--- config.mk ---
export PLATFORM = sky130hd
export DESIGN_NAME = conv_result_fifo
export DESIGN_NICKNAME = d
export VERILOG_FILES = /design/src/rtl/conv_fifo_pkg.sv /design/src/rtl/cfifo_store.sv /design/src/rtl/cfifo_ptrs.sv /design/src/rtl/cfifo_trig.sv /design/src/rtl/conv_result_fifo.sv
export SDC_FILE = /design/constraint.sdc
export NUM_CORES = 1
export LEC_CHECK = 0
export CAP_MARGIN = 0
export CORE_MARGIN = 4
export CORE_UTILIZATION = 45
export CTS_BUF_LIST = sky130_fd_sc_hd__clkbuf_16
export DETAILED_ROUTE_END_ITERATION = 8
export PLACE_DENSITY_LB_ADDON = 0.12
export SYNTH_ARGS = -nofsm -noshare
export SYNTH_HDL_FRONTEND = slang
export SYNTH_SLANG_ARGS = --single-unit
--- constraint.sdc ---
create_clock -name clk -period 3 [get_ports clk]
set_input_delay 0.45 -clock clk [delete_from_list [all_inputs] [get_ports clk]]
set_output_delay 0.45 -clock clk [all_outputs]
set_load 0.01 [all_outputs]
--- src/rtl/conv_fifo_pkg.sv ---
package conv_fifo_pkg;
  localparam int SLOTS_DEF  = 16;
  localparam int SMP_W_DEF  = 10;
  localparam int TAG_W_DEF  = 2;

  function automatic int idx_w(input int n);
    return (n > 1) ? $clog2(n) : 1;
  endfunction
endpackage

--- src/rtl/cfifo_store.sv ---
module cfifo_store #(
  parameter int DEPTH = 16,
  parameter int AW    = 4,
  parameter int W     = 12
) (
  input  logic          clk,
  input  logic          rst_n,
  input  logic          wr_en,
  input  logic [AW-1:0] wr_addr,
  input  logic [W-1:0]  wr_word,
  input  logic          rd_en,
  input  logic [AW-1:0] rd_addr,
  output logic [W-1:0]  rd_word
);
  logic [W-1:0]     slot_q [DEPTH];
  logic [DEPTH-1:0] slot_we;
  logic [W-1:0]     rd_word_q, rd_word_d;

  // one-hot write decode, one enable per slot
  for (genvar i = 0; i < DEPTH; i++) begin : g_dec
    assign slot_we[i] = wr_en && (wr_addr == AW'(i));
  end

  always_ff @(posedge clk) begin
    for (int i = 0; i < DEPTH; i++) begin
      if (slot_we[i]) slot_q[i] <= wr_word;
    end
  end

  always_comb begin
    rd_word_d = rd_word_q;
    if (rd_en) rd_word_d = slot_q[rd_addr];
  end

  always_ff @(posedge clk or negedge rst_n) begin
    if (!rst_n)     rd_word_q <= '0;
    else if (rd_en) rd_word_q <= rd_word_d;
  end

  assign rd_word = rd_word_q;

  assert_onehot_wr_R2: assert property (@(posedge clk) disable iff (!rst_n)
    $onehot0(slot_we));
  assert_hold_no_read_R5: assert property (@(posedge clk) disable iff (!rst_n)
    !rd_en |=> $stable(rd_word));
endmodule

--- src/rtl/cfifo_ptrs.sv ---
module cfifo_ptrs #(
  parameter int DEPTH = 16,
  parameter int AW    = 4,
  parameter int CW    = 5
) (
  input  logic          clk,
  input  logic          rst_n,
  input  logic          clr,
  input  logic          wr_req,
  input  logic          rd_req,
  output logic          wr_fire,
  output logic          rd_fire,
  output logic [AW-1:0] wr_slot,
  output logic [AW-1:0] rd_slot,
  output logic          ovf,
  output logic          unf
);
  logic [AW-1:0] rd_ptr_q, rd_ptr_d;
  logic [AW-1:0] wr_ptr_q, wr_ptr_d;   // slot of the newest sample
  logic [CW-1:0] fill_q, fill_d;
  logic          ovf_q, ovf_d, unf_q, unf_d;
  logic          full, empty;

  assign full    = (fill_q == CW'(DEPTH));
  assign empty   = (fill_q == '0);
  assign wr_fire = wr_req && !clr && !full;
  assign rd_fire = rd_req && !clr && !empty;
  assign wr_slot = rd_ptr_q + fill_q[AW-1:0];
  assign rd_slot = rd_ptr_q;

  always_comb begin
    rd_ptr_d = rd_ptr_q;
    wr_ptr_d = wr_ptr_q;
    fill_d   = fill_q;
    ovf_d    = ovf_q;
    unf_d    = unf_q;
    if (clr) begin
      rd_ptr_d = '0;
      wr_ptr_d = '0;
      fill_d   = '0;
      ovf_d    = 1'b0;
      unf_d    = 1'b0;
    end else begin
      if (wr_fire) wr_ptr_d = wr_slot;
      if (rd_fire) rd_ptr_d = rd_ptr_q + AW'(1);
      fill_d = fill_q + CW'(wr_fire) - CW'(rd_fire);
      if (wr_req && full)  ovf_d = 1'b1;
      if (rd_req && empty) unf_d = 1'b1;
    end
  end

  always_ff @(posedge clk or negedge rst_n) begin
    if (!rst_n) begin
      rd_ptr_q <= '0;
      wr_ptr_q <= '0;
      fill_q   <= '0;
      ovf_q    <= 1'b0;
      unf_q    <= 1'b0;
    end else begin
      rd_ptr_q <= rd_ptr_d;
      wr_ptr_q <= wr_ptr_d;
      fill_q   <= fill_d;
      ovf_q    <= ovf_d;
      unf_q    <= unf_d;
    end
  end

  assign ovf = ovf_q;
  assign unf = unf_q;

  assert_fill_bound_R3: assert property (@(posedge clk) disable iff (!rst_n)
    fill_q <= CW'(DEPTH));
  assert_wr_ptr_newest_R2: assert property (@(posedge clk) disable iff (!rst_n)
    !empty |-> (wr_ptr_q == rd_ptr_q + fill_q[AW-1:0] - AW'(1)));
  assert_no_overflow_R3: assert property (@(posedge clk) disable iff (!rst_n)
    (full && wr_req && !rd_req && !clr) |=> (full && ovf));
  assert_no_underflow_R4: assert property (@(posedge clk) disable iff (!rst_n)
    (empty && rd_req && !wr_req && !clr) |=> (empty && unf && $stable(rd_ptr_q)));
  assert_flags_sticky_R3: assert property (@(posedge clk) disable iff (!rst_n)
    (ovf && !clr) |=> ovf);
  assert_flags_sticky_R4: assert property (@(posedge clk) disable iff (!rst_n)
    (unf && !clr) |=> unf);
  assert_rw_same_fill_R10: assert property (@(posedge clk) disable iff (!rst_n)
    (wr_fire && rd_fire) |=> $stable(fill_q));
endmodule

--- src/rtl/cfifo_trig.sv ---
module cfifo_trig #(
  parameter int DEPTH = 16,
  parameter int AW    = 4,
  parameter int CW    = 5
) (
  input  logic          clk,
  input  logic          rst_n,
  input  logic          clr,
  input  logic [AW-1:0] trig_code,
  input  logic          wr_fire,
  input  logic [AW-1:0] wr_slot,
  input  logic          rd_fire,
  output logic          data_av
);
  logic [AW-1:0] lvl_q, lvl_d;        // applied group size minus one
  logic [AW-1:0] trig_ptr_q, trig_ptr_d;
  logic [AW-1:0] rd_grp_q, rd_grp_d;
  logic [CW-1:0] groups_q, groups_d;
  logic          wgrp_done, rgrp_done;

  assign wgrp_done = wr_fire && (wr_slot == trig_ptr_q);
  assign rgrp_done = rd_fire && (rd_grp_q == lvl_q);

  always_comb begin
    lvl_d      = lvl_q;
    trig_ptr_d = trig_ptr_q;
    rd_grp_d   = rd_grp_q;
    groups_d   = groups_q;
    if (clr) begin
      lvl_d      = trig_code;
      trig_ptr_d = trig_code;          // pointers restart at slot 0
      rd_grp_d   = '0;
      groups_d   = '0;
    end else begin
      if (wgrp_done) trig_ptr_d = trig_ptr_q + lvl_q + AW'(1);
      if (rd_fire)   rd_grp_d   = rgrp_done ? '0 : rd_grp_q + AW'(1);
      groups_d = groups_q + CW'(wgrp_done) - CW'(rgrp_done);
    end
  end

  always_ff @(posedge clk or negedge rst_n) begin
    if (!rst_n) begin
      lvl_q      <= '0;
      trig_ptr_q <= '0;
      rd_grp_q   <= '0;
      groups_q   <= '0;
    end else begin
      lvl_q      <= lvl_d;
      trig_ptr_q <= trig_ptr_d;
      rd_grp_q   <= rd_grp_d;
      groups_q   <= groups_d;
    end
  end

  assign data_av = (groups_q != '0);

  assert_av_rise_write_R6: assert property (@(posedge clk) disable iff (!rst_n)
    $rose(data_av) |-> $past(wr_fire));
  assert_av_fall_read_R7: assert property (@(posedge clk) disable iff (!rst_n)
    $fell(data_av) |-> $past(rd_fire || clr));
  assert_group_exists_R7: assert property (@(posedge clk) disable iff (!rst_n)
    rgrp_done |-> (groups_q != '0));
  assert_level_frozen_R8: assert property (@(posedge clk) disable iff (!rst_n)
    !clr |=> $stable(lvl_q));
  assert_groups_bound_R9: assert property (@(posedge clk) disable iff (!rst_n)
    groups_q <= CW'(DEPTH));
endmodule

--- src/rtl/conv_result_fifo.sv ---
module conv_result_fifo
  import conv_fifo_pkg::*;
#(
  parameter int DEPTH  = SLOTS_DEF,
  parameter int DATA_W = SMP_W_DEF,
  parameter int CHAN_W = TAG_W_DEF
) (
  input  logic                      clk,
  input  logic                      rst_n,
  input  logic                      fifo_clr,
  input  logic [idx_w(DEPTH)-1:0]   trig_sel,
  input  logic                      cv_valid,
  input  logic [DATA_W-1:0]         cv_data,
  input  logic [CHAN_W-1:0]         cv_chan,
  input  logic                      host_rd,
  output logic [DATA_W-1:0]         host_data,
  output logic [CHAN_W-1:0]         host_chan,
  output logic                      data_av,
  output logic                      ovf_flag,
  output logic                      unf_flag
);
  localparam int AW = idx_w(DEPTH);
  localparam int CW = $clog2(DEPTH + 1);
  localparam int W  = DATA_W + CHAN_W;

  logic          rst_meta_q, rst_sync_q;
  logic          wr_fire, rd_fire;
  logic [AW-1:0] wr_slot, rd_slot;
  logic [W-1:0]  rd_word;

  // asynchronous assertion, synchronous release
  always_ff @(posedge clk or negedge rst_n) begin
    if (!rst_n) begin
      rst_meta_q <= 1'b0;
      rst_sync_q <= 1'b0;
    end else begin
      rst_meta_q <= 1'b1;
      rst_sync_q <= rst_meta_q;
    end
  end

  cfifo_ptrs #(.DEPTH(DEPTH), .AW(AW), .CW(CW)) u_ptrs (
    .clk     (clk),
    .rst_n   (rst_sync_q),
    .clr     (fifo_clr),
    .wr_req  (cv_valid),
    .rd_req  (host_rd),
    .wr_fire (wr_fire),
    .rd_fire (rd_fire),
    .wr_slot (wr_slot),
    .rd_slot (rd_slot),
    .ovf     (ovf_flag),
    .unf     (unf_flag)
  );

  cfifo_store #(.DEPTH(DEPTH), .AW(AW), .W(W)) u_store (
    .clk     (clk),
    .rst_n   (rst_sync_q),
    .wr_en   (wr_fire),
    .wr_addr (wr_slot),
    .wr_word ({cv_chan, cv_data}),
    .rd_en   (rd_fire),
    .rd_addr (rd_slot),
    .rd_word (rd_word)
  );

  cfifo_trig #(.DEPTH(DEPTH), .AW(AW), .CW(CW)) u_trig (
    .clk       (clk),
    .rst_n     (rst_sync_q),
    .clr       (fifo_clr),
    .trig_code (trig_sel),
    .wr_fire   (wr_fire),
    .wr_slot   (wr_slot),
    .rd_fire   (rd_fire),
    .data_av   (data_av)
  );

  assign host_chan = rd_word[W-1:DATA_W];
  assign host_data = rd_word[DATA_W-1:0];

  assert_reset_quiet_R1: assert property (@(posedge clk)
    !rst_sync_q |-> (!data_av && !ovf_flag && !unf_flag));
  assert_clr_clears_R8: assert property (@(posedge clk) disable iff (!rst_sync_q)
    fifo_clr |=> (!data_av && !ovf_flag && !unf_flag));
endmodule

* After elaboration in Yosys (flattened, before gate mapping)
Memory sizes are Yosys's and may differ from the RTL's. A register that Yosys moved wholly into a read port is not among the register bits.
Cells that the tools add are included.
** Word-level totals
- Latch bits :: 0
- Bits in read-only memories :: 0
- Word-level logic and storage cells :: 178
- Register bits after elaboration :: 30
- Memory bits (writable) :: 192
- Output and inout bits :: 15
- Memories :: 1
- Bits of input ports :: 21
** Memories
- u_store.slot_q :: depth 16, bits a word 12, read ports 1, clocked after memory_dff 1, write ports 1, RTL line cfifo_store.sv:15 : logic [W-1:0] slot_q [DEPTH];
** Cells by class
- Shift operators :: 0
- Multiplexer cells :: 90
- Reductions and logical operators :: 50
- $lt $le $gt $ge :: 0
- Bitwise operators :: 0
- Div/mod/pow operators :: 0
- $mul :: 0
- Add/subtract/negate cells :: 9
- Equality and inequality tests :: 18
** Operators with widths (number)
- $mux W12 :: 15
- $reduce_or A12 Y1 :: 15
- $mux W4 :: 22
- $mux W1 :: 51
- $eq A4 B4 Y1 const B :: 8
- $logic_and A1 B1 Y1 :: 24
- $eq A4 B3 Y1 const B :: 4
- $add A4 B1 Y4 const B :: 3
- $add A5 B1 Y5 :: 2
- $mux W5 :: 2
- $sub A5 B1 Y5 :: 2
- $add A4 B4 Y4 :: 2
- $eq A4 B2 Y1 const B :: 2
- $eq A4 B4 Y1 :: 2
- $reduce_bool A2 Y1 :: 4
- $eq A5 B5 Y1 const B :: 1
- $logic_not A5 Y1 :: 1
- $reduce_bool A5 Y1 :: 1
- $eq A4 B1 Y1 const B :: 1
- $logic_not A1 Y1 :: 4
- $logic_not A4 Y1 :: 1

* Logic depth before layout (Yosys ltp)
Gate-level depths: netlist of the first run.
- Depth after elaboration :: 22
- Mapped depth :: 15
- Gate-level depth less buffers :: 15

* By module
Synthesis of the first run repeated with hierarchy kept, for this count alone.
** Second synthesis, totals
- Cell total of the unflattened synthesis :: 540
- Area, all modules :: 9865.7 um^2
** By module, submodules not included
- cfifo_store :: times used 1, cells an instance 344, sequential area each 6065.8 um^2, area each 7920.1 um^2
- cfifo_trig :: times used 1, cells an instance 113, sequential area each 425.4 um^2, area each 1096.1 um^2
- cfifo_ptrs :: times used 1, cells an instance 80, sequential area each 275.3 um^2, area each 795.8 um^2
- conv_result_fifo :: times used 1, cells an instance 3, sequential area each 50.0 um^2, area each 53.8 um^2

* Worst setup path after synthesis of the first run
OpenSTA, ideal clock, no wires.
- Path kind :: register to register
- From :: register u_ptrs.fill_q[2]
- To :: memory u_store.slot_q[4][0] (enable)
- Path slack :: -0.054 ns
- Setup time :: 0.412 ns
- Stages on the path, launching flop included :: 7
- Period minus slack after synthesis :: 3.054 ns
- Buffers on the path :: 0
- Data required time :: 2.588 ns
- Arrival :: 2.642 ns
- Path through :: dfrtp_1 > ha_1 > a21oi_1 > and2_1 > xor2_1 > nand2_1 > nor4_1
** On the way
- Elaborated cells between the ends (all ways) :: 113
- Classes of those cells :: 1 x add/sub; 16 x eq/ne; 62 x mux; 34 x reduce/logical
** RTL lines
- from (decl) :: RTL line cfifo_ptrs.sv:20 : logic [CW-1:0] fill_q, fill_d;
- from (signal assigned) :: RTL line cfifo_ptrs.sv:62 : fill_q <= fill_d;
- branches (longest 3 deep; another with $add A4 B4 Y4)
- $logic_and A1 B1 Y1 (*) :: RTL line cfifo_store.sv:21 : assign slot_we[i] = wr_en && (wr_addr == AW'(i));
- named net u_store.slot_we[4] :: RTL line cfifo_store.sv:16 : logic [DEPTH-1:0] slot_we;
- $mux W1 (*) :: RTL line cfifo_store.sv:26 : if (slot_we[i]) slot_q[i] <= wr_word;
- $mux W1 (not written as such) (*) :: RTL line cfifo_store.sv:26
- $reduce_or A12 Y1 (no line)
- $mux W4 (no line) or $mux W1 (tied branches) (12 in series)
- to (decl) :: RTL line cfifo_store.sv:15
Mark *: on every way through the listed nets, which the timed path passes.

* Worst setup path in the final report of the first run
- From :: register u_ptrs.rd_ptr_q[0] (netlist: u_ptrs.rd_slot[0])
- To :: register u_trig.groups_q[4]
** On the way
- Cells in the longest elaborated chain, start to end :: 6
** Ends and longest elaborated chain
- from (decl) :: RTL line cfifo_ptrs.sv:18 : logic [AW-1:0] rd_ptr_q, rd_ptr_d;
- from (signal assigned) :: RTL line cfifo_ptrs.sv:60 : rd_ptr_q <= rd_ptr_d;
- $add A4 B4 Y4 :: RTL line cfifo_ptrs.sv:28 : assign wr_slot = rd_ptr_q + fill_q[AW-1:0];
- $eq A4 B4 Y1 :: RTL line cfifo_trig.sv:21 : assign wgrp_done = wr_fire && (wr_slot == trig_ptr_q);
- $logic_and A1 B1 Y1 :: RTL line cfifo_trig.sv:21
- $add A5 B1 Y5 :: RTL line cfifo_trig.sv:37 : groups_d = groups_q + CW'(wgrp_done) - CW'(rgrp_done);
- $sub A5 B1 Y5 :: RTL line cfifo_trig.sv:37
- $mux W5 :: RTL line cfifo_trig.sv:29 : if (clr) begin
- named net u_trig.groups_d[4] :: RTL line cfifo_trig.sv:18 : logic [CW-1:0] groups_q, groups_d;
- to (signal assigned) :: RTL line cfifo_trig.sv:51 : groups_q <= groups_d;
- to (decl) :: RTL line cfifo_trig.sv:18
The timed path passes the listed nets, and every way through them passes these cells.
A chain may end at the register's enable or synchronous reset.

==> results of run 1 <==
flip-flops by register name, summed over array words and instances (netlist names), 4 cells and up:
| name | cells |
|---|---|
| u_store.rd_word | 12 |
| u_ptrs.fill_q | 5 |
| u_store.slot_q | 192 |
| u_trig.rd_grp_q | 4 |
| u_trig.trig_ptr_q | 4 |
| u_trig.lvl_q | 4 |
| u_ptrs.rd_slot | 4 |
| u_trig.groups_q | 5 |
cell type report:
cell class	instances	area, um2
timing repair buffer	82	716
multi-input combinational	235	2720
inverter	22	82.6
clock buffer	25	626
fill	1657	9620
sequential	234	6820
tap	275	344
clock inverter	21	159
layout by cell type, fill, tap and decap left out, types with 5 or more instances in the layout:
master,count
mux2_2,13
nor2_1,34
nor2b_1,7
buf_4,46
a21oi_1,12
xor2_1,13
clkbuf_16,25
dfrtp_1,39
nand3_1,6
ha_1,19
o21ai_0,9
inv_1,25
clkdlybuf4s50_1,35
clkinv_2,5
edfxtp_1,192
xnor2_1,7
mux4_2,60
nand2_1,13
worst max-delay path by stage:
| stage | from | to | cells after the start |
|---|---|---|---|
| 6_report | u_ptrs.rd_slot[0]$_DFFE_PN0P_ | u_trig.groups_q[4]$_DFF_PN0_ | 14 |
| 5_1_grt | u_ptrs.rd_slot[0]$_DFFE_PN0P_ | u_trig.groups_q[4]$_DFF_PN0_ | 14 |
| 4_1_cts | u_ptrs.rd_slot[0]$_DFFE_PN0P_ | u_trig.groups_q[4]$_DFF_PN0_ | 14 |
| 3_5_place_dp | u_ptrs.rd_slot[0]$_DFFE_PN0P_ | u_trig.groups_q[4]$_DFF_PN0_ | 14 |
| 3_3_place_gp | u_ptrs.rd_slot[0]$_DFFE_PN0P_ | u_trig.groups_q[4]$_DFF_PN0_ | 14 |
| 2_1_floorplan | u_ptrs.fill_q[2]$_DFF_PN0_ | u_store.slot_q[4][0]$_DFFE_PP_ | 6 |
logic make-up after synthesis:
| logic type | count (synthesis) | synth area share, % |
|---|---|---|
| adder cells (fa/ha/maj) | 24 | 3.41 |
| AO/OA/AOI/OAI | 32 | 2.05 |
| flip-flops | 234 | 70.3 |
| multiplexers | 75 | 15.7 |
| buffers and inverters | 44 | 2.16 |
| XOR/XNOR | 23 | 2.22 |
| other | 1 | 0.0387 |
| AND/OR/NAND/NOR | 80 | 4.17 |
per-layer routing:
metal,vias up,part of all wire [%]
met1,2551,43
met3,40,4.5
met5,-,0
li1,2181,-
met2,103,50
met4,0,2.6
what timing repair did:
action	4_1_cts	5_1_grt
pin swaps	1	0
hold endpoints to repair	0	0
endpoints found under the setup margin	1	3
gates resized for setup	1	4
power by group through the flow:
stage | clock, uW | sequential [uW] | combinational (uW)
floorplan | 0 | 4070 | 1520
global placement | 0 | 4050 | 2280
detailed placement | 0 | 4060 | 2320
CTS | 2980 | 4000 | 2330
global route | 3130 | 4030 | 2540
finish | 2900 | 4000 | 2320
per-stage QoR:
step / cells / total power (uW) / utilization (%)
global placement: 848 / 6330 / 50.6
CTS: 894 / 9310 / 54.3
detailed placement: 848 / 6390 / 50.6
finish: 894 / 9220 / 54.4
global route: 894 / 9700 / 54.4
floorplan: 513 / 5590 / -
==> impl_metrics.toml, run 1 <==
[outcome]
status = "complete, no violations"

[power_and_ir_drop]
power_frac_comb_pct = 25.2
p_per_area_nw_per_um2 = 804
clockPowerShare_pct = 31.5
swShare_pct = 27.6
internal_power_uw = 6670
peakVddDrop_mv = 0.591
p_leak_uw = 0.00399
p_sw_uw = 2540
power_frac_seq_pct = 43.4

[final_layout]
nets = 645
drive_above_1_share_pct = 28.4
diodes = 0
final_area_um2 = 11500
area_growth_pct = 18.3

[route]
drt_iter0_drc = 313
routedWlPerCell_um = 21.9
vias = 4875
vias_per_cell = 5.45
drt-total-wl_mm = 19.6
drtPass1Iterations = 6
drc = 0
detail-route-antenna-nets = 0

[logic_synthesis]
synth-seq-cells = 234
synth_commonest_cells = "edfxtp_1 (192), mux4_2 (60), dfrtp_1 (42), nor2_1 (34), inv_1 (22)"
synth_edf_count = 192
yosysUniqueCellTypes = 44
synth_warnings = 0
synth.most_common_cell = "edfxtp_1"
syn_inst = 513
syn_nets = 558
synth_area_um2 = 9700
synth_top_area_share_pct = 59.5
ys.flop_type = "edfxtp_1"
synth_top_cell_by_area = "edfxtp_1"
async_flop_share_pct = 17.9
syn_avg_cell_area_um2 = 18.9
ys_seq_area_share_pct = 70.3
synthTopCellsByArea = "edfxtp_1 (59%), mux4_2 (14%), dfrtp_1 (11%)"

[die]
die_h_um = 155
core-area_um2 = 21100
initial_core_util_pct = 46.0
top_level_ports = 36
placementRows = 53
die_area_um2 = 24000
die_w_um = 155

[clocking]
clk_latency_ns = 0.53
hold_buffers = 0
cts.clk_slew.worst_paths_ns = 0.06
clock_path_buffers = 3
postCtsSetupBuffers = 0
cts_tree = "done"
cts_made_buffers = 25
root_buffer = "clkbuf_16"
cts_num_sinks = 234
cts_max_level = 1

[sta]
period_share_pct = 98.4
skew_ns = 0.00874
slew_viol_final = 0
slew_headroom_pct = 30.8
hold_violations = 0
layout_setup_ws_ns = 0.0483
worst_slew_pin_slew_ns = 1.04
min_period_ns = 2.95
grt_setup_unrepaired = "true"
fin_tns_setup_ns = 0
setup_viol = 0
fmax_mhz = 339
fin_hold_ws_ns = 0.0753

[global_routing]
use_met1_pct = 23.6
global_route.usage.met2_pct = 27.4
antenna_found_initial = 0
grt_pass1_vias = 5105
grt_usage_pct = 16.7
busiest_layer = "met2"
grt_util_met3_pct = 2.66
grt_pass1_wl_mm = 30.5
grt_overflow = 0
grt_max_degree = 52

[worst_setup_path]
ff2ff_path_depth = 14
r2r_slack_ns = 0.05
critPathArrivalTime_ns = 3.40
worstSetupStartpointType = "register"
worstReg2RegEnd = "u_trig.groups_q[4]$_DFF_PN0_"
cp_cell_sequence = "ha_2 > fa_1 > xor2_2 > xnor2_2 > o211ai_4 > inv_1 > ha_1 > inv_1 > fa_1 > inv_1 > a21oi_1 > nor2_1 > or3_1 > a21oi_1"
crit_required_ns = 3.45
crit_family = "adder cells"
critPathMaxStageDelay_ns = 0.47
crit_slowest_cell = "dfrtp_4"
cpMostUsedCell = "inv_1"
cp_max_fo = 2
worst_setup_path_end_kind = "register"
path_buf_inv = 3
crit_type = "register to register"
reg2reg_from = "u_ptrs.rd_slot[0]$_DFFE_PN0P_"

[placement]
dp_slack_ns = -0.00686
detailed_place_hpwl_mm = 11.9
routabilityCongestion = 0.785
place_area_um2 = 10700
io_buffers = 35

[flow_run]
cap_violations = 0

[worst_hold_path]
hold_path_class = "input pin to asynchronous set/reset pin"
No activity file was read; power rests on OpenSTA's default activity.
==> run 2: changes to the inputs <==
--- a/config.mk
+++ b/config.mk
@@ -6,7 +6,6 @@
 export NUM_CORES = 1
 export LEC_CHECK = 0
 export CAP_MARGIN = 0
-export CORE_MARGIN = 4
 export CORE_UTILIZATION = 45
 export CTS_BUF_LIST = sky130_fd_sc_hd__clkbuf_16
 export DETAILED_ROUTE_END_ITERATION = 8
==> impl_metrics.toml, run 2 (synthesis results as in run 1) <==
[placement]
io_buffers = 35
detailed_place_hpwl_mm = 11.8
place_area_um2 = 10600
routabilityCongestion = 0.773

[worst_setup_path]
worstReg2RegEnd = "u_trig.groups_q[4]$_DFF_PN0_"
crit_slowest_cell = "fa_2"
reg2reg_from = "u_ptrs.rd_slot[0]$_DFFE_PN0P_"
ff2ff_path_depth = 14
path_buf_inv = 3
worstSetupStartpointType = "register"
cpMostUsedCell = "inv_2"
crit_type = "register to register"
cp_cell_sequence = "ha_4 > fa_2 > xor2_2 > nor4_4 > o211ai_4 > inv_2 > ha_4 > inv_2 > fa_2 > inv_2 > a21oi_2 > nor2_1 > o21ai_1 > a21oi_1"
r2r_slack_ns = 0.02
crit_required_ns = 3.45
worst_setup_path_end_kind = "register"
cp-startpoint = "u_ptrs.rd_slot[0]$_DFFE_PN0P_"
critPathMaxStageDelay_ns = 0.60
critPathArrivalTime_ns = 3.42
crit_family = "adder cells"
cp_max_fo = 2
cp.depth = 14

[sta]
skew_ns = 0.00938
slew_headroom_pct = 32.4
setup_viol = 0
worst_slew_pin_slew_ns = 1.01
period_share_pct = 99.2
fin_hold_ws_ns = 0.0870
hold_violations = 0
fmax_mhz = 336
slew_viol_final = 0
grt_setup_unrepaired = "true"
min_period_ns = 2.98

[final_layout]
largest_reg_flops = 192
largest-register = "u_store.slot_q"
drive_above_1_share_pct = 28.6
final_cell_mix = "edfxtp_1 (192), mux4_2 (60), buf_4 (44), dfrtp_1 (39), clkdlybuf4s50_1 (35)"
final_common_cell = "edfxtp_1"
diodes = 0
area_growth_pct = 18.4
final_area_um2 = 11500
nets = 642
num-fill-cells = 1676

[die]
die_area_um2 = 22100
top_level_ports = 36
die_w_um = 149
initial_core_util_pct = 46.0
placementRows = 53
core-area_um2 = 21100
die_h_um = 149

[flow_run]
cap_violations = 0

[route]
wl_met2_mm = 9.77
drt-met1-wl_mm = 8.06
top_layer_used = "met4"
detail-route-antenna-nets = 0
vias_per_cell = 5.41
wl_met3_mm = 1.12
drt-total-wl_mm = 19.4
drt_iter0_drc = 295
routedWlPerCell_um = 21.8
drtPass1Iterations = 4
drc = 0
vias = 4820

[global_routing]
grt_pass1_wl_mm = 30.3
grt_pass1_vias = 5142
grt_usage_pct = 18.7
antenna_found_initial = 0
grt_overflow = 0
grt_max_degree = 52

[power_and_ir_drop]
p_leak_uw = 0.00398
finalPower_uw = 9280
p_per_area_nw_per_um2 = 809
p_sw_uw = 2520
power_frac_comb_pct = 25.0
swShare_pct = 27.1
clockPowerShare_pct = 31.9
power_frac_seq_pct = 43.1
internal_power_uw = 6760
peakVddDrop_mv = 0.504

[clocking]
cts_tree = "done"
cts_made_buffers = 25
cts_max_level = 1
hold_buffers = 0
root_buffer = "clkbuf_16"
postCtsSetupBuffers = 0
clock_path_buffers = 3
clk_latency_ns = 0.53
cts_num_sinks = 234
cts.clk_slew.worst_paths_ns = 0.06

[worst_hold_path]
hold_path_class = "input pin to asynchronous set/reset pin"

[outcome]
status = "complete, no violations"
## run 2: cell types whose count changed in the layout (fill, tap and decap cells not counted), sizes merged
| cell | before | now |
|---|---|---|
| inv | 27 | 29 |
| bufinv | 1 | 2 |
| buf | 47 | 44 |
| clkinvlp | 3 | 0 |
## run 2: worst max path at each step
stage / to
after floorplan: u_store.slot_q[4][0]$_DFFE_PP_
after global placement: u_trig.groups_q[4]$_DFF_PN0_
after detailed placement: u_trig.groups_q[4]$_DFF_PN0_
after CTS: u_trig.groups_q[4]$_DFF_PN0_
after global routing: u_trig.groups_q[4]$_DFF_PN0_
final: u_trig.groups_q[4]$_DFF_PN0_
## run 2: timing repair
action | 4_1_cts | 5_1_grt
pin swaps | 1 | 10
cloned | 0 | 0
gates resized for setup | 2 | 13
setup endpoints to repair | 1 | 2
## run 2: layer usage
metal	up-vias	global-route usage [%]
li1	2169	-
met1	2510	25.5
met2	111	30.9
met3	30	3.24
met4	0	5.77
met5	-	0
## run 2: power groups by stage
stage / logic [uW] / clock network, uW / registers (uW)
after floorplan: 1520 / 0 / 4070
after detailed placement: 2320 / 0 / 4060
after global placement: 2280 / 0 / 4050
after CTS: 2340 / 3040 / 4000
after global routing: 2540 / 3140 / 4030
final: 2320 / 2960 / 4000
## run 2: area by class of cell
class | instances | area (um2) | area share [%]
sequential | 234 | 6820 | 59.4
tap | 275 | 344 | 3.00
timing repair buffer | 79 | 681 | 5.93
clock buffer | 25 | 626 | 5.45
inverter | 22 | 82.6 | 0.719
multi-input combinational | 235 | 2760 | 24.0
clock inverter | 21 | 166 | 1.45
## run 2: worst reg2reg max path: cells and delay by family (launching register included)
| kind | cells | cell delay [ns] |
|---|---|---|
| DFF | 1 | 0.48 |
| and+or+nand+nor | 2 | 0.44 |
| xor gates and xnor gates | 1 | 0.09 |
| adders and majority gates | 4 | 1.30 |
| buffers and inverters | 3 | 0.18 |
| AOI/OAI and AO/OA | 4 | 0.40 |
## run 2: per-stage QoR
stage | TNS (ns) | std cells | utilization, % | setup slack [ns]
floorplan | -2.04 | 513 | - | -0.0543
global placement | 0 | 845 | 50.4 | 0.00176
detailed placement | -0.0128 | 845 | 50.4 | -0.0128
CTS | 0 | 891 | 54.2 | 0.00447
global route | -0.170 | 891 | 54.4 | -0.170
finish | 0 | 891 | 54.4 | 0.0232
==> run 3: changes to the inputs <==
--- a/config.mk
+++ b/config.mk
@@ -9,7 +9,9 @@
 export CORE_UTILIZATION = 45
 export CTS_BUF_LIST = sky130_fd_sc_hd__clkbuf_16
 export DETAILED_ROUTE_END_ITERATION = 8
+export DONT_BUFFER_PORTS = 1
 export PLACE_DENSITY_LB_ADDON = 0.12
+export SKIP_LAST_GASP = 1
 export SYNTH_ARGS = -nofsm -noshare
 export SYNTH_HDL_FRONTEND = slang
 export SYNTH_SLANG_ARGS = --single-unit
==> impl_metrics.toml, run 3 (synthesis results as in run 1) <==
[worst_setup_path]
crit_family = "adder cells"
crit_required_ns = 3.38
path_buf_inv = 3
crit_slowest_cell = "fa_1"
cp_max_fo = 2
worst_setup_path_end_kind = "register"
cp_cell_sequence = "ha_4 > fa_1 > xor2_2 > nor4_4 > o211ai_4 > inv_1 > ha_2 > inv_2 > fa_2 > inv_2 > a21oi_2 > nor2_2 > or3_1 > a21oi_2"
crit_type = "register to register"
critPathArrivalTime_ns = 3.43
critPathMaxStageDelay_ns = 0.53
worstSetupStartpointType = "register"

[sta]
fmax_mhz = 328
grt_setup_unrepaired = "true"
skew_ns = 0.0162
fin_tns_setup_ns = -0.0504
min_period_ns = 3.05
period_share_pct = 102
setup_viol = 1
layout_setup_ws_ns = -0.0504
hold_violations = 0
slew_headroom_pct = 30.6
fin_hold_ws_ns = 0.0259
slew_viol_final = 0
worst_slew_pin_slew_ns = 1.04

[outcome]
violations = "negative setup slack"
status = "finished with violations"

[global_routing]
grt_max_degree = 52
antenna_found_initial = 0
grt_pass1_wl_mm = 30.4
grt_usage_pct = 18.9
grt_pass1_vias = 5165
grt_overflow = 0

[worst_hold_path]
hold_path_class = "input pin to register"

[clocking]
clk_latency_ns = 0.54
cts_max_level = 1
clock_path_buffers = 3
cts_tree = "done"
cts_made_buffers = 25
root_buffer = "clkbuf_16"
cts_num_sinks = 234
cts.clk_slew.worst_paths_ns = 0.06

[route]
vias_per_cell = 5.55
drtPass1Iterations = 4
drc = 0
vias = 4876
detail-route-antenna-nets = 0
routedWlPerCell_um = 22.6
drt-total-wl_mm = 19.9
drt_iter0_drc = 274

[die]
placementRows = 53
die_area_um2 = 22100
die_w_um = 149
die_h_um = 149
initial_core_util_pct = 46.0
core-area_um2 = 21100
top_level_ports = 36

[placement]
routabilityCongestion = 0.796
place_area_um2 = 10300
dp_slack_ns = -0.00378
detailed_place_hpwl_mm = 11.6
io_buffers = 0

[final_layout]
post-route-util_pct = 53.8
largest-register = "u_store.slot_q"
largest_reg_flops = 192
area_growth_pct = 17.1
final_area_um2 = 11400
diodes = 0
nets = 630
final_common_cell = "edfxtp_1"
final_cell_mix = "edfxtp_1 (192), mux4_2 (60), buf_4 (44), dfrtp_1 (39), nor2_1 (31)"
drive_above_1_share_pct = 29.0

[power_and_ir_drop]
peakVddDrop_mv = 0.530
p_leak_uw = 0.00395
p_per_area_nw_per_um2 = 799

[flow_run]
cap_violations = 0
## run 3: cell types whose count changed in the layout (fill, tap and decap cells not counted), moves of 3 or more
cell	previous run	this run
dlygate4sd3_1	0	23
clkdlybuf4s50_1	35	0
nor2_1	34	31
clkinv_2	5	2
inv_1	24	28
nor2_2	0	3
## run 3: layout make-up
type	instances	area, um2
clock inverters	21	154
multi-input cells	235	2760
repair buffers	67	561
clock buffers	25	626
flip-flops and latches	234	6820
well taps	275	344
fillers	1648	9730
inverters	22	82.6
## run 3: timing repair
item                                   4_1_cts  5_1_grt
hold buffers                                18        5
setup buffers                                0        2
gates cloned                                 0        0
pin swaps                                    1        9
endpoints found under the hold margin      170       30
setup endpoints to repair                    1        3
gates resized for setup                      0       16
## run 3: worst paths after layout
check	startpoint	slack, ns	depth (start not counted)	to
max	u_ptrs.rd_slot[0]$_DFFE_PN0P_	-0.05	14	u_trig.groups_q[4]$_DFF_PN0_
min	fifo_clr	0.03	1	u_trig.lvl_q[2]$_DFFE_PN0P_
max reg2reg	u_ptrs.rd_slot[0]$_DFFE_PN0P_	-0.05	14	u_trig.groups_q[4]$_DFF_PN0_
min reg2reg	rst_meta_q$_DFF_PN0_	0.35	0	rst_sync_q$_DFF_PN0_
max in group asynchronous	rst_sync_q$_DFF_PN0_	1.78	0	u_ptrs.rd_slot[0]$_DFFE_PN0P_
min in group asynchronous	rst_n	0.15	1	rst_meta_q$_DFF_PN0_
## run 3: routing by layer
metal	global-route usage, %	part of all wire (%)	vias to the layer above
li1	-	-	2159
met1	25.6	44	2580
met2	31.1	48	98
met3	3.55	4.6	39
met4	6.07	3.1	0
met5	0	0	-
## run 3: report_power, final
| part | internal [uW] | total, uW | leakage [uW] | switching [uW] |
|---|---|---|---|---|
| Combinational | 1070 | 2090 | 0.00128 | 1020 |
| Clock | 1690 | 2920 | 0.000408 | 1230 |
| Sequential | 3840 | 4070 | 0.00226 | 233 |
| Total | 6590 | 9080 | 0.00395 | 2480 |
## run 3: worst register-to-register path, cell delays in order, from the launching register on
cell      delay (ns)
dfrtp_4         0.49
ha_4            0.17
fa_1            0.53
xor2_2          0.19
nor4_4          0.33
o211ai_4        0.13
inv_1           0.07
ha_2            0.18
inv_2           0.04
fa_2            0.38
inv_2           0.06
a21oi_2         0.05
nor2_2          0.11
or3_1           0.13
a21oi_2         0.05
## run 3: metrics by stage
stage | total power [uW] | std cells
finish | 9080 | 879
CTS | 9090 | 872
detailed placement | 6110 | 808
global placement | 6080 | 808
global route | 9510 | 879
floorplan | 5590 | 513
